===== config.mk =====
export PLATFORM = sky130hd
export DESIGN_NAME = irq_stim_port
export DESIGN_NICKNAME = d
export VERILOG_FILES = /design/src/rtl/irq_stim_pkg.sv /design/src/rtl/irq_port_decode.sv /design/src/rtl/irq_delay_timer.sv /design/src/rtl/irq_vector_feed.sv /design/src/rtl/irq_outcome_latch.sv /design/src/rtl/irq_stim_port.sv
export SDC_FILE = /design/constraint.sdc
export NUM_CORES = 1
export LEC_CHECK = 0
export ABC_CLOCK_PERIOD_IN_PS = 2000
export BUFFER_PORTS_ARGS = -buffer_cell sky130_fd_sc_hd__buf_2
export CORE_AREA = 2 2 56 58
export DETAILED_ROUTE_END_ITERATION = 7
export DIE_AREA = 0 0 58 60
export PLACE_DENSITY_LB_ADDON = 0.2
export SETUP_SLACK_MARGIN = 0.5
export SKIP_LAST_GASP = 1
export SYNTH_ARGS = -nofsm -noshare
export SYNTH_HDL_FRONTEND = slang
export SYNTH_HIERARCHICAL = 1
export SYNTH_SLANG_ARGS = --single-unit

===== constraint.sdc =====
create_clock -name clk -period 2 [get_ports clk]
set_input_delay 0.3 -clock clk [delete_from_list [all_inputs] [get_ports clk]]
set_output_delay 0.3 -clock clk [all_outputs]
set_load 0.1 [all_outputs]

===== src/rtl/irq_stim_pkg.sv =====
package irq_stim_pkg;

   // One flag per decoded harness port, at most one set per cycle.
   typedef struct packed {
      logic src;
      logic dly;
      logic fin;
   } port_hit_t;

endpackage


===== src/rtl/irq_port_decode.sv =====
module irq_port_decode
   import irq_stim_pkg::*;
#(
   parameter int          AW       = 8,
   parameter logic [AW-1:0] PORT_SRC = 'h10,
   parameter logic [AW-1:0] PORT_DLY = 'h11,
   parameter logic [AW-1:0] PORT_END = 'h20
) (
   input  logic          io_wr,
   input  logic [AW-1:0] io_addr,
   output port_hit_t     hit
);

   if (PORT_SRC == PORT_DLY || PORT_SRC == PORT_END || PORT_DLY == PORT_END) begin : g_bad_ports
      $error("irq_port_decode: port addresses must differ");
   end

   always_comb begin
      hit.src = io_wr && (io_addr == PORT_SRC);
      hit.dly = io_wr && (io_addr == PORT_DLY);
      hit.fin = io_wr && (io_addr == PORT_END);
   end

endmodule


===== src/rtl/irq_delay_timer.sv =====
module irq_delay_timer #(
   parameter int CNT_W = 8
) (
   input  logic             clk,
   input  logic             rst_n,
   input  logic             load,
   input  logic [CNT_W-1:0] load_val,
   output logic             fire,
   output logic             intr
);

   if (CNT_W < 1) begin : g_bad_w
      $error("irq_delay_timer: CNT_W must be positive");
   end

   logic             armed;
   logic [CNT_W-1:0] cnt;

   // A load on the expiry edge wins over the pulse.
   assign fire = armed && (cnt == '0) && !load;

   always_ff @(posedge clk) begin
      if (!rst_n) begin
         armed <= 1'b0;
         cnt   <= '0;
         intr  <= 1'b0;
      end else begin
         intr <= fire;
         if (load) begin
            armed <= 1'b1;
            cnt   <= load_val;
         end else if (fire) begin
            armed <= 1'b0;
         end else if (armed) begin
            cnt <= cnt - CNT_W'(1);
         end
      end
   end

   AST_PULSE_SINGLE: assert property (@(posedge clk) disable iff (!rst_n)
      intr |=> !intr);
   AST_PULSE_DISARMS: assert property (@(posedge clk) disable iff (!rst_n)
      (intr && !$past(load)) |-> !armed);
   AST_COUNT_STEP: assert property (@(posedge clk) disable iff (!rst_n)
      (armed && !load && cnt != '0) |=> (cnt == $past(cnt) - CNT_W'(1)));
   AST_RELOAD: assert property (@(posedge clk) disable iff (!rst_n)
      load |=> (armed && !intr));

endmodule


===== src/rtl/irq_vector_feed.sv =====
module irq_vector_feed #(
   parameter int DATA_W     = 8,
   parameter int MEM_AW     = 16,
   parameter int VEC_BASE   = 'h40,
   parameter int NUM_SRC    = 8,
   parameter int SLOT_BYTES = 4
) (
   input  logic              clk,
   input  logic              rst_n,
   input  logic              src_wr,
   input  logic [DATA_W-1:0] src_val,
   input  logic              restart,
   input  logic              inta,
   input  logic              rd,
   input  logic [DATA_W-1:0] vec_rdata,
   output logic [MEM_AW-1:0] vec_addr,
   output logic [DATA_W-1:0] ack_data,
   output logic              ack_oe
);

   localparam int SRC_W = (NUM_SRC > 1) ? $clog2(NUM_SRC) : 1;
   localparam int OFF_W = (SLOT_BYTES > 1) ? $clog2(SLOT_BYTES) : 1;

   if (NUM_SRC < 2 || (NUM_SRC & (NUM_SRC - 1)) != 0) begin : g_bad_src
      $error("irq_vector_feed: NUM_SRC must be a power of two >= 2");
   end
   if (SLOT_BYTES < 1 || (SLOT_BYTES & (SLOT_BYTES - 1)) != 0) begin : g_bad_slot
      $error("irq_vector_feed: SLOT_BYTES must be a power of two");
   end
   if (SRC_W > DATA_W) begin : g_bad_width
      $error("irq_vector_feed: source field wider than data bus");
   end

   logic [SRC_W-1:0] src;
   logic [OFF_W-1:0] off;
   logic             rd_ack;

   assign rd_ack = inta && rd;

   always_ff @(posedge clk) begin
      if (!rst_n)      src <= '0;
      else if (src_wr) src <= src_val[SRC_W-1:0];
   end

   if (SLOT_BYTES == 1) begin : g_single_byte
      assign off = '0;
   end else begin : g_multi_byte
      always_ff @(posedge clk) begin
         if (!rst_n)       off <= '0;
         else if (restart) off <= '0;
         else if (rd_ack)  off <= off + OFF_W'(1);
      end

      AST_OFF_STEP: assert property (@(posedge clk) disable iff (!rst_n)
         (rd_ack && !restart) |=> (off == $past(off) + OFF_W'(1)));
      AST_OFF_HOLD: assert property (@(posedge clk) disable iff (!rst_n)
         (!rd_ack && !restart) |=> $stable(off));
   end

   assign vec_addr = MEM_AW'(VEC_BASE) + MEM_AW'(src) * MEM_AW'(SLOT_BYTES) + MEM_AW'(off);
   assign ack_oe   = rd_ack;
   assign ack_data = rd_ack ? vec_rdata : '0;

   AST_OFF_RESTART: assert property (@(posedge clk) disable iff (!rst_n)
      restart |=> (off == '0));
   AST_SRC_HOLD: assert property (@(posedge clk) disable iff (!rst_n)
      !src_wr |=> $stable(src));
   AST_ADDR_WINDOW: assert property (@(posedge clk) disable iff (!rst_n)
      (vec_addr >= MEM_AW'(VEC_BASE)) &&
      (vec_addr < MEM_AW'(VEC_BASE) + MEM_AW'(NUM_SRC) * MEM_AW'(SLOT_BYTES)));

endmodule


===== src/rtl/irq_outcome_latch.sv =====
module irq_outcome_latch #(
   parameter int              DATA_W    = 8,
   parameter logic [DATA_W-1:0] PASS_CODE = 'h55
) (
   input  logic              clk,
   input  logic              rst_n,
   input  logic              wr,
   input  logic [DATA_W-1:0] wdata,
   output logic              done,
   output logic              pass
);

   always_ff @(posedge clk) begin
      if (!rst_n) begin
         done <= 1'b0;
         pass <= 1'b0;
      end else if (wr && !done) begin
         done <= 1'b1;
         pass <= (wdata == PASS_CODE);
      end
   end

   AST_DONE_STICKY: assert property (@(posedge clk) disable iff (!rst_n)
      done |=> (done && $stable(pass)));
   AST_PASS_NEEDS_DONE: assert property (@(posedge clk) disable iff (!rst_n)
      pass |-> done);

endmodule


===== src/rtl/irq_stim_port.sv =====
module irq_stim_port
   import irq_stim_pkg::*;
#(
   parameter int          DATA_W     = 8,
   parameter int          PORT_AW    = 8,
   parameter int          MEM_AW     = 16,
   parameter int          VEC_BASE   = 'h40,
   parameter int          NUM_SRC    = 8,
   parameter int          SLOT_BYTES = 4,
   parameter logic [PORT_AW-1:0] PORT_SRC = 'h10,
   parameter logic [PORT_AW-1:0] PORT_DLY = 'h11,
   parameter logic [PORT_AW-1:0] PORT_END = 'h20,
   parameter logic [DATA_W-1:0]  PASS_CODE = 'h55
) (
   input  logic               clk,
   input  logic               rst_n,
   input  logic               io_wr,
   input  logic [PORT_AW-1:0] io_addr,
   input  logic [DATA_W-1:0]  io_wdata,
   input  logic               inta,
   input  logic               rd,
   input  logic [DATA_W-1:0]  vec_rdata,
   output logic               intr,
   output logic [MEM_AW-1:0]  vec_addr,
   output logic [DATA_W-1:0]  ack_data,
   output logic               ack_oe,
   output logic               done,
   output logic               pass
);

   localparam int CNT_W = DATA_W;

   port_hit_t hit;
   logic      fire;

   irq_port_decode #(
      .AW(PORT_AW), .PORT_SRC(PORT_SRC), .PORT_DLY(PORT_DLY), .PORT_END(PORT_END)
   ) u_decode (
      .io_wr(io_wr), .io_addr(io_addr), .hit(hit)
   );

   irq_delay_timer #(.CNT_W(CNT_W)) u_timer (
      .clk(clk), .rst_n(rst_n), .load(hit.dly), .load_val(io_wdata),
      .fire(fire), .intr(intr)
   );

   irq_vector_feed #(
      .DATA_W(DATA_W), .MEM_AW(MEM_AW), .VEC_BASE(VEC_BASE),
      .NUM_SRC(NUM_SRC), .SLOT_BYTES(SLOT_BYTES)
   ) u_feed (
      .clk(clk), .rst_n(rst_n), .src_wr(hit.src), .src_val(io_wdata),
      .restart(fire), .inta(inta), .rd(rd), .vec_rdata(vec_rdata),
      .vec_addr(vec_addr), .ack_data(ack_data), .ack_oe(ack_oe)
   );

   irq_outcome_latch #(.DATA_W(DATA_W), .PASS_CODE(PASS_CODE)) u_outcome (
      .clk(clk), .rst_n(rst_n), .wr(hit.fin), .wdata(io_wdata),
      .done(done), .pass(pass)
   );

   AST_ONE_PORT_HIT: assert property (@(posedge clk) disable iff (!rst_n)
      $onehot0({hit.src, hit.dly, hit.fin}));
   AST_NO_PULSE_WITHOUT_ARM: assert property (@(posedge clk) disable iff (!rst_n)
      (intr && !$past(intr)) |-> !$past(hit.dly));

endmodule


## Yosys cells after proc, flatten, opt, wreduce, memory -nomap -nowiden

Index checks and enable logic that the tools add are counted.

- Reductions and logical operators: 14
- Mux-type cells: 6
- $add $sub $neg: 4
- Bitwise logic cells: 1
- Eq/ne operators: 5

Operators with widths:

| operator | count |
|---|---|
| 2-to-1 mux 8 bit | 4 |
| adder 16 x 2 -> 16 bit | 1 |
| == test 8 x 5 -> 1 bit (second input constant) | 2 |
| adder 7 x 5 -> 8 bit (first input constant) | 1 |
| == test 8 x 6 -> 1 bit (second input constant) | 1 |
| == test 8 x 7 -> 1 bit (second input constant) | 1 |
| zero test 8 bit | 1 |
| subtractor 8 x 1 -> 8 bit (second input constant) | 1 |
| logical AND 1 bit | 7 |
| nonzero test 2 bit | 2 |
| adder 2 x 1 -> 2 bit (second input constant) | 1 |
| zero test 1 bit | 2 |
| 2-to-1 mux 1 bit | 2 |
| inequality test 2 x 1 -> 1 bit (second input constant) | 1 |
| AND reduction 2 bit | 1 |
| OR reduction 2 bit | 1 |
| inverter 1 bit | 1 |

- Bits of input ports: 29
- Logic and storage cells: 37
- Bits in registers: 17
- Output and inout port bits: 28

## Logic depth before layout (Yosys ltp)

Gate-level depths: netlist of run 1.

- Depth after elaboration: 6
- Gate-level depth with buffers: 7
- Mapped depth without buffers: 6

## By module

The synthesis of run 1 kept the hierarchy.

By module, submodules not included:

| module | cells each | seq. area each (um^2) | area an instance (um^2) | times used |
|---|---|---|---|---|
| irq_delay_timer | 68 | 200.2 | 575.6 | 1 |
| irq_vector_feed | 43 | 100.1 | 366.6 | 1 |
| irq_outcome_latch | 9 | 40.0 | 95.1 | 1 |
| irq_port_decode | 7 | 0.0 | 61.3 | 1 |

## Worst setup path after synthesis of run 1

No wires, ideal clock.

- Path type: input to register
- Start point: input port io_addr[7]
- End point: register u_feed.off[1]
- Buffers on the path: 1
- Data required time: 1.928 ns
- Library setup time: 0.072 ns
- Data arrival time: 2.095 ns
- Stages on the path: 7
- Setup slack: -0.167 ns
- Cells stage by stage: or3b_2 nor3_1 nor4bb_1 and3_1 clkbuf_1 or3b_1 mux2i_1

RTL lines:

| what | line | RTL |
|---|---|---|
| start: declaration | irq_stim_port.sv:18 | `input logic [PORT_AW-1:0] io_addr,` |
| end signal: assignment | irq_vector_feed.sv:51 | `else if (rd_ack) off <= off + OFF_W'(1);` |
| end: declaration | irq_vector_feed.sv:35 | `logic [OFF_W-1:0] off;` |

==> results of run 1 <==
-- state kept, by name (all words and copies together) (netlist names) --
signal          count
u_feed/off          2
u_feed/src          3
u_outcome/done      1
u_outcome/pass      1
u_timer/armed       1
u_timer/cnt         8
u_timer/intr        1
-- worst max-delay path: cells and delay by family --
kind                   cells  cell delay (ns)
and+or+nand+nor            4             1.45
AOI/OAI and AO/OA          1             0.13
buffers and inverters      1             0.10
-- routing by layer --
| metal | routed length [um] | share of wire | vias to the layer above | global-route usage |
|---|---|---|---|---|
| met1 | 1133 | 0.39 | 536 | 0.2005 |
| li1 | - | - | 560 | - |
| met5 | 0 | 0 | - | 0 |
| met3 | 269 | 0.092 | 6 | 0.03247 |
| met2 | 1477 | 0.51 | 55 | 0.2938 |
| met4 | 38 | 0.013 | 0 | 0.05316 |
-- power by group --
group / total [mW] / switching [mW] / internal, mW
logic: 0.248 / 0.198 / 0.0494
registers: 0.342 / 0.00239 / 0.340
clock network: 0.188 / 0.110 / 0.0776
total: 0.778 / 0.311 / 0.467
-- cell type report --
cell class	count	share of cell area
sequential	17	0.2266
tap	33	0.02689
inverter	4	0.009780
timing repair buffer	58	0.2192
clock buffer	4	0.01711
multi-input combinational	99	0.5004
-- stage by stage --
| step | utilization | hold WS (ns) |
|---|---|---|
| 2_1_floorplan | - | 0.4178 |
| 3_3_place_gp | 0.4754 | 0.4542 |
| 3_5_place_dp | 0.4754 | 0.4557 |
| 4_1_cts | 0.5099 | 0.2646 |
| 5_1_grt | 0.5289 | 0.2957 |
| 6_report | 0.5289 | 0.2862 |
-- cell families (layout without fill, tap and decap cells) --
family                     after synthesis  count (layout)  share of synthesized area
adders and majority gates                2               2                    0.02278
other                                    2              11                   0.006836
and+or+nand+nor                         55              55                     0.3349
DFF                                     17              17                     0.3098
AOI/OAI and AO/OA                       27              27                     0.1811
muxes                                    4               4                    0.03645
buffers and inverters                   20              66                     0.1082
-- layout by cell type, fill, tap and decap left out, types with 3 or more instances in the layout --
cell type and n:
clkbuf_4 3, o21ai_0 3, nand3b_1 3, dfxtp_2 3, nand3_1 3, buf_4 11, buf_6 3, a21oi_1 3
nand2_1 5, o211ai_1 4, and2_1 3, inv_1 3, nor2_1 4, nor2b_1 4, conb_1 11, dfxtp_1 13
or4_4 3, mux2i_1 4, and3_2 9, buf_2 44
-- repair_timing --
action	4_1_cts	5_1_grt
setup endpoints to repair	13	13
buffers inserted	4	4
pin swaps	8	5
resized for setup	15	6
-- final timing paths --
path         depth (start not counted)              to            from
min reg2reg                          2  u_outcome/pass  u_outcome/pass
max reg2reg                          4  u_timer/cnt[7]  u_timer/cnt[2]
max                                  6  u_outcome/pass      io_addr[2]
min                                  3  u_timer/cnt[3]     io_wdata[3]
==> impl_metrics.yaml, run 1 <==
outcome:
  status: "completed"
logic_synthesis:
  synth_cells: 127
  ys_types: 46
  synth_edf_count: 0
  synth-seq-cells: 17
  synth_area_leaders: "dfxtp_1, buf_4, and3_1"
  synth_common_cells: "dfxtp_1, buf_4, and3_1"
  synth_top_cell_by_area: "dfxtp_1"
  ys_seq_area_frac: 0.3098
  synthFlopType: "dfxtp_1"
  synth_area_mm2: 0.001099
  yosys_warnings: 6
  syn_area_per_cell_um2: 8.650
  yosys.area.top_type_share: 0.3098
  synthArstFlopShare: 0
  yosysMostFrequentCell: "dfxtp_1"
power_and_ir_drop:
  p_leak_nw: 0.7274
  ir_worst_vdd_v: 0.0003350
  pwr_density_cell_mw_per_mm2: 506.7
  p_total_uw: 777.9
final_layout:
  multiInputGateArea_um2: 768.2
  fillers: 267
  antennaDiodeCount: 0
  final_net_count: 214
  stdcell_area_mm2: 0.001535
  seq_area_um2: 347.8
  syn2layout_area_growth_pct: 39.75
  drive_above_1_share: 0.5110
  post_layout_nonfiller_instances: 215
drt:
  post_drt_wl_per_cell_um: 13.57
  num_vias: 1157
  drc: 0
  vias_per_cell: 5.381
  firstDrtPassIters: 4
  first_iter_violations: 40
  ant_nets: 0
  wirelength_mm: 2.918
grt:
  grtUsageTotal: 0.1655
  grt_pass1_wl_mm: 4.374
  antenna_found_initial: 0
  gr-total-overflow: 0
  grt_max_degree: 23
  grt_pass1_vias: 981
placement:
  dp_worst_setup_slack_ns: -0.1296
  post-place-cells: 203
  dp_hpwl_mm: 2.084
  gp_congestion: 0.8402
  portBuffers: 45
  place_area_mm2: 0.001380
critical_path:
  r2r_slack_ns: 0.27
  slowest_delay_ns: 0.55
  cp-start-kind: "primary input"
  worstPathCellList: "buf_2 > or4_4 > nor4b_4 > nand2b_4 > or4_4 > o21ai_2"
  crit_path_end_kind: "flip-flop"
  cp.required_ns: 2.24
  arrival_ns: 1.99
  crit_top_cell: "or4_4"
  crit_fanout: 2
  worst_path_max_delay_cell: "or4_4"
  timing_worst_setup_path_type: "primary input to flip-flop"
timing:
  fin_ws_ns: 0.2493
  finalHoldViolations: 0
  grt_setup_unrepaired: "yes"
  min_period_ns: 1.751
  skew_ns: 0.003607
  post-route-period-util: 0.8753
  fmax_ghz: 0.5712
  drv_slew: 0
  finalSetupViolCount: 0
  fin_setup_tns_ns: 0
floorplan:
  core_mm2: 0.002903
  initial_core_util: 0.3784
  dieArea_mm2: 0.003480
  rows: 20
  io_pins: 57
  dieHeight_um: 60
  die_w_um: 58
cts:
  cts_htree_levels: 1
  clockRootBuffer: "clkbuf_4"
  numCtsBuffers: 3
  clk_pin_slew_ns: 0.10
  cts_buffer_depth: 2
  clock_sinks: 17
  clk-insertion-delay-late_ns: 0.29
  cts_tree: "done"
  cts_hold_buffers: 0
job:
  cap_violations: 0
min_path:
  min_path_type: "primary input to flip-flop"
No activity file was read; power rests on OpenSTA's default activity.
==> inputs of run 2 (changes only) <==
- CORE_AREA: 2 2 56 58 -> 2 2 48 68
- DIE_AREA: 0 0 58 60 -> 0 0 50 70
==> impl_metrics.yaml, run 2 (synthesized netlist as in run 1, its figures left out) <==
outcome:
  status: "completed"
final_layout:
  postLayoutCoreUtil: 0.5391
  final_cell_mix: "buf_2, buf_4, dfxtp_1"
  largest_reg_flops: 8
  fillers: 294
  top_register: "u_timer/cnt"
  stdcell_area_mm2: 0.001603
  drive_above_1_share: 0.5297
  post_layout_nonfiller_instances: 224
  syn2layout_area_growth_pct: 45.90
  top_regs: "u_timer/cnt: 8 flops, u_feed/src: 3 flops, u_feed/off: 2 flops"
  final_common_cell: "buf_2"
  final_net_count: 217
  antennaDiodeCount: 0
  multiInputGateArea_um2: 754.5
  seq_area_um2: 349.1
power_and_ir_drop:
  p_total_uw: 854.7
  pwr_density_cell_mw_per_mm2: 533.2
  switching_share: 0.3814
  p_seq_frac: 0.401
  clockPowerShare: 0.307
  combPwrFrac: 0.293
  p_leak_nw: 0.7562
  ir_worst_vdd_v: 0.0003115
  p_sw_uw: 326.0
  internal-power_uw: 528.7
timing:
  min_period_ns: 1.752
  post-route-period-util: 0.8762
  fmax_ghz: 0.5706
  drv_slew: 0
  finalHoldViolations: 0
  finalSetupViolCount: 0
  fin_setup_tns_ns: 0
  skew_ns: 0.008259
  grt_setup_unrepaired: "yes"
cts:
  clockRootBuffer: "clkbuf_8"
  clk_pin_slew_ns: 0.07
  clock_sinks: 17
  numCtsBuffers: 3
  clk-insertion-delay-late_ns: 0.26
  cts_buffer_depth: 2
  cts_tree: "done"
  cts_htree_levels: 1
drt:
  vias_per_cell: 5.326
  wirelength_mm: 3.060
  num_vias: 1193
  firstDrtPassIters: 4
  first_iter_violations: 32
  ant_nets: 0
  post_drt_wl_per_cell_um: 13.66
  drc: 0
min_path:
  min_path_type: "primary input to flip-flop"
grt:
  grt_pass1_wl_mm: 4.602
  antenna_found_initial: 0
  gr-total-overflow: 0
  grt_max_degree: 23
  grtUsageTotal: 0.1664
  grt_pass1_vias: 1069
placement:
  portBuffers: 45
  dp_hpwl_mm: 2.146
  place_area_mm2: 0.001388
  gp_congestion: 0.8841
  post-place-cells: 209
floorplan:
  die_w_um: 50
  io_pins: 57
  core_mm2: 0.002973
  rows: 24
  initial_core_util: 0.3695
  dieHeight_um: 70
  dieArea_mm2: 0.003500
critical_path:
  crit_fanout: 7
  cp-start-kind: "flip-flop"
  crit_path_end_kind: "flip-flop"
  arrival_ns: 1.91
  timing_worst_setup_path_type: "flip-flop to flip-flop"
  cp.required_ns: 2.15
job:
  cap_violations: 0
-- run 2: cell type report --
| type | instances | share of cell area |
|---|---|---|
| multi-input combinational | 99 | 0.4707 |
| timing repair buffer | 61 | 0.2381 |
| sequential | 17 | 0.2178 |
| tap | 39 | 0.03044 |
| clock buffer | 3 | 0.02576 |
| inverter | 4 | 0.01405 |
| clock inverter | 1 | 0.003123 |
-- run 2: metal layers --
layer,vias up,global-route usage,share of wire
li1,565,-,-
met4,0,0.06481,0.013
met5,-,0,0
met1,560,0.1791,0.36
met2,62,0.3085,0.55
met3,6,0.02991,0.068
-- run 2: final timing paths --
path	to	slack, ns	start	cells past startpoint
hold / removal	u_timer/cnt[5]	0.32	io_wdata[5]	2
hold reg to reg	u_outcome/pass	0.47	u_outcome/pass	2
setup / recovery	u_timer/cnt[7]	0.25	u_timer/cnt[2]	4
setup reg to reg	u_timer/cnt[7]	0.25	u_timer/cnt[2]	4
-- run 2: metrics by stage --
stage / worst slack, ns / hold slack [ns]
after detailed placement: -0.09518 / 0.4586
after global routing: 0.2117 / 0.3223
final: 0.2475 / 0.3213
after global placement: -0.05707 / 0.4541
after floorplan: 0.03227 / 0.4178
after CTS: 0.2836 / 0.3166
-- run 2: power by group through the flow --
stage                     clock network [mW]  registers [mW]  logic, mW
after detailed placement                   0           0.351      0.244
after floorplan                            0           0.366      0.198
after global routing                   0.292           0.343      0.258
final                                  0.262           0.342      0.250
after CTS                              0.275           0.343      0.248
after global placement                     0           0.351      0.242
-- run 2: timing repair --
action                                 4_1_cts  5_1_grt
setup endpoints to repair                   13       16
gates resized for setup                     19        6
setup buffers                                8        3
pin swaps                                   11        7
hold buffers                                 0        0
endpoints found under the hold margin        0        0
-- run 2: critical path, cell delays in order (launching register included) --
cell and delay (ns):
dfxtp_4 0.37, or4_4 0.58, o21ai_2 0.14, or3b_1 0.35, a32o_1 0.20
==> inputs of run 3 (changes only) <==
- ABC_CLOCK_PERIOD_IN_PS: 2000 -> 1870
- CORE_AREA: 2 2 48 68 -> 2 2 51 58
- DIE_AREA: 0 0 50 70 -> 0 0 53 60
- clock period: 2 -> 1.87 ns (I/O delays scaled with it)
==> impl_metrics.yaml, run 3 (synthesized netlist as in run 1, its figures left out) <==
cts:
  cts_tree: "done"
  clk-insertion-delay-late_ns: 0.29
  clk_pin_slew_ns: 0.11
  cts_buffer_depth: 2
  clock_sinks: 17
  cts_htree_levels: 1
  numCtsBuffers: 3
  clockRootBuffer: "clkbuf_4"
  cts_hold_buffers: 0
power_and_ir_drop:
  pwr_density_cell_mw_per_mm2: 527.7
  p_total_uw: 843.1
  ir_worst_vdd_v: 0.0005292
  p_leak_nw: 0.7512
grt:
  gr-total-overflow: 0
  grt_pass1_vias: 1028
  grt_pass1_wl_mm: 4.436
  grt.busiest_layer: "met2"
  grtUsageTotal: 0.1874
  grtUsageMet3: 0.01500
  use_met1: 0.2155
  antenna_found_initial: 0
  grtUsageMet2: 0.3554
  grt_max_degree: 23
final_layout:
  final_net_count: 217
  fillers: 235
  final_common_cell: "buf_2"
  top_register: "u_timer/cnt"
  largest_reg_flops: 8
  final_cell_mix: "buf_2, clkbuf_4, buf_4, dfxtp_1, conb_1"
  top_regs: "u_timer/cnt: 8 flops, u_feed/src: 3 flops, u_feed/off: 2 flops"
  antennaDiodeCount: 0
  syn2layout_area_growth_pct: 45.44
  drive_above_1_share: 0.5459
placement:
  portBuffers: 45
  dp_hpwl_mm: 2.090
  gp_congestion: 0.8241
  dp_worst_setup_slack_ns: -0.2333
floorplan:
  rows: 20
  dieHeight_um: 60
  initial_core_util: 0.4181
  die_w_um: 53
  core_mm2: 0.002628
  io_pins: 57
  dieArea_mm2: 0.003180
timing:
  fmax_ghz: 0.5931
  fin_ws_ns: 0.1839
  finalSetupViolCount: 0
  finalHoldViolations: 0
  drv_slew: 0
  post-route-period-util: 0.9017
  fin_setup_tns_ns: 0
  skew_ns: 0.004602
  grt_setup_unrepaired: "yes"
  min_period_ns: 1.686
critical_path:
  arrival_ns: 1.91
  crit_path_end_kind: "flip-flop"
  r2r_slack_ns: 0.22
  timing_worst_setup_path_type: "primary input to flip-flop"
  cp-start-kind: "primary input"
  cp.required_ns: 2.10
  crit_fanout: 6
job:
  cap_violations: 0
outcome:
  status: "completed"
drt:
  vias_per_cell: 5.202
  firstDrtPassIters: 4
  first_iter_violations: 26
  ant_nets: 0
  wirelength_mm: 2.873
  drc: 0
  num_vias: 1134
  post_drt_wl_per_cell_um: 13.18
min_path:
  min_path_type: "primary input to flip-flop"
[run 3: final cells by class]
type                            instances  area (um^2)  area share
Tap cell                               33        41.29     0.02584
Multi-Input combinational cell         99        757.0      0.4738
Clock buffer                            3        22.52     0.01410
Timing Repair Buffer                   61        410.4      0.2569
Clock inverter                          1        5.005    0.003132
Sequential cell                        17        346.6      0.2169
Inverter                                4        15.01    0.009397
[run 3: metal layers]
metal / share of wire / up-vias / wire [um]
li1: - / 565 / -
met1: 0.39 / 524 / 1122
met2: 0.54 / 43 / 1547
met3: 0.064 / 2 / 183
met4: 0.0066 / 0 / 19
met5: 0 / - / 0
[run 3: worst paths after layout]
kind / from / end / cells after the start
worst max register to register: u_timer/cnt[2] / u_timer/cnt[7] / 4
worst min-delay path: io_wdata[5] / u_timer/cnt[5] / 2
worst max-delay path: io_addr[1] / u_feed/off[1] / 7
worst min register to register: u_outcome/pass / u_outcome/pass / 2
[run 3: timing repair]
| item | 4_1_cts | 5_1_grt |
|---|---|---|
| pin swaps | 13 | 2 |
| gates resized for setup | 26 | 12 |
| setup endpoints to repair | 19 | 27 |
| buffers inserted | 4 | 3 |
[run 3: worst max-delay path: stages]
cell and delay [ns]:
buf_6 0.09, or4b_4 0.54, nor3_4 0.25, nor4bb_4 0.11
and3_4 0.19, or3b_1 0.34, mux2i_1 0.11
[run 3: power breakdown]
part	leakage, nW	switching (mW)	internal, mW	total (mW)
Combinational	0.594	0.214	0.0602	0.274
Clock	0.0177	0.122	0.0795	0.201
Sequential	0.140	0.00262	0.365	0.368
Total	0.751	0.339	0.505	0.843
[run 3: metrics by stage]
stage	hold WS, ns	cell area (um^2)	util	cells
2_1_floorplan	0.3983	1186	-	136
3_3_place_gp	0.4548	1411	0.5371	207
3_5_place_dp	0.4626	1411	0.5371	207
4_1_cts	0.2532	1543	0.5871	215
5_1_grt	0.2573	1598	0.6081	218
6_report	0.2685	1598	0.6081	218
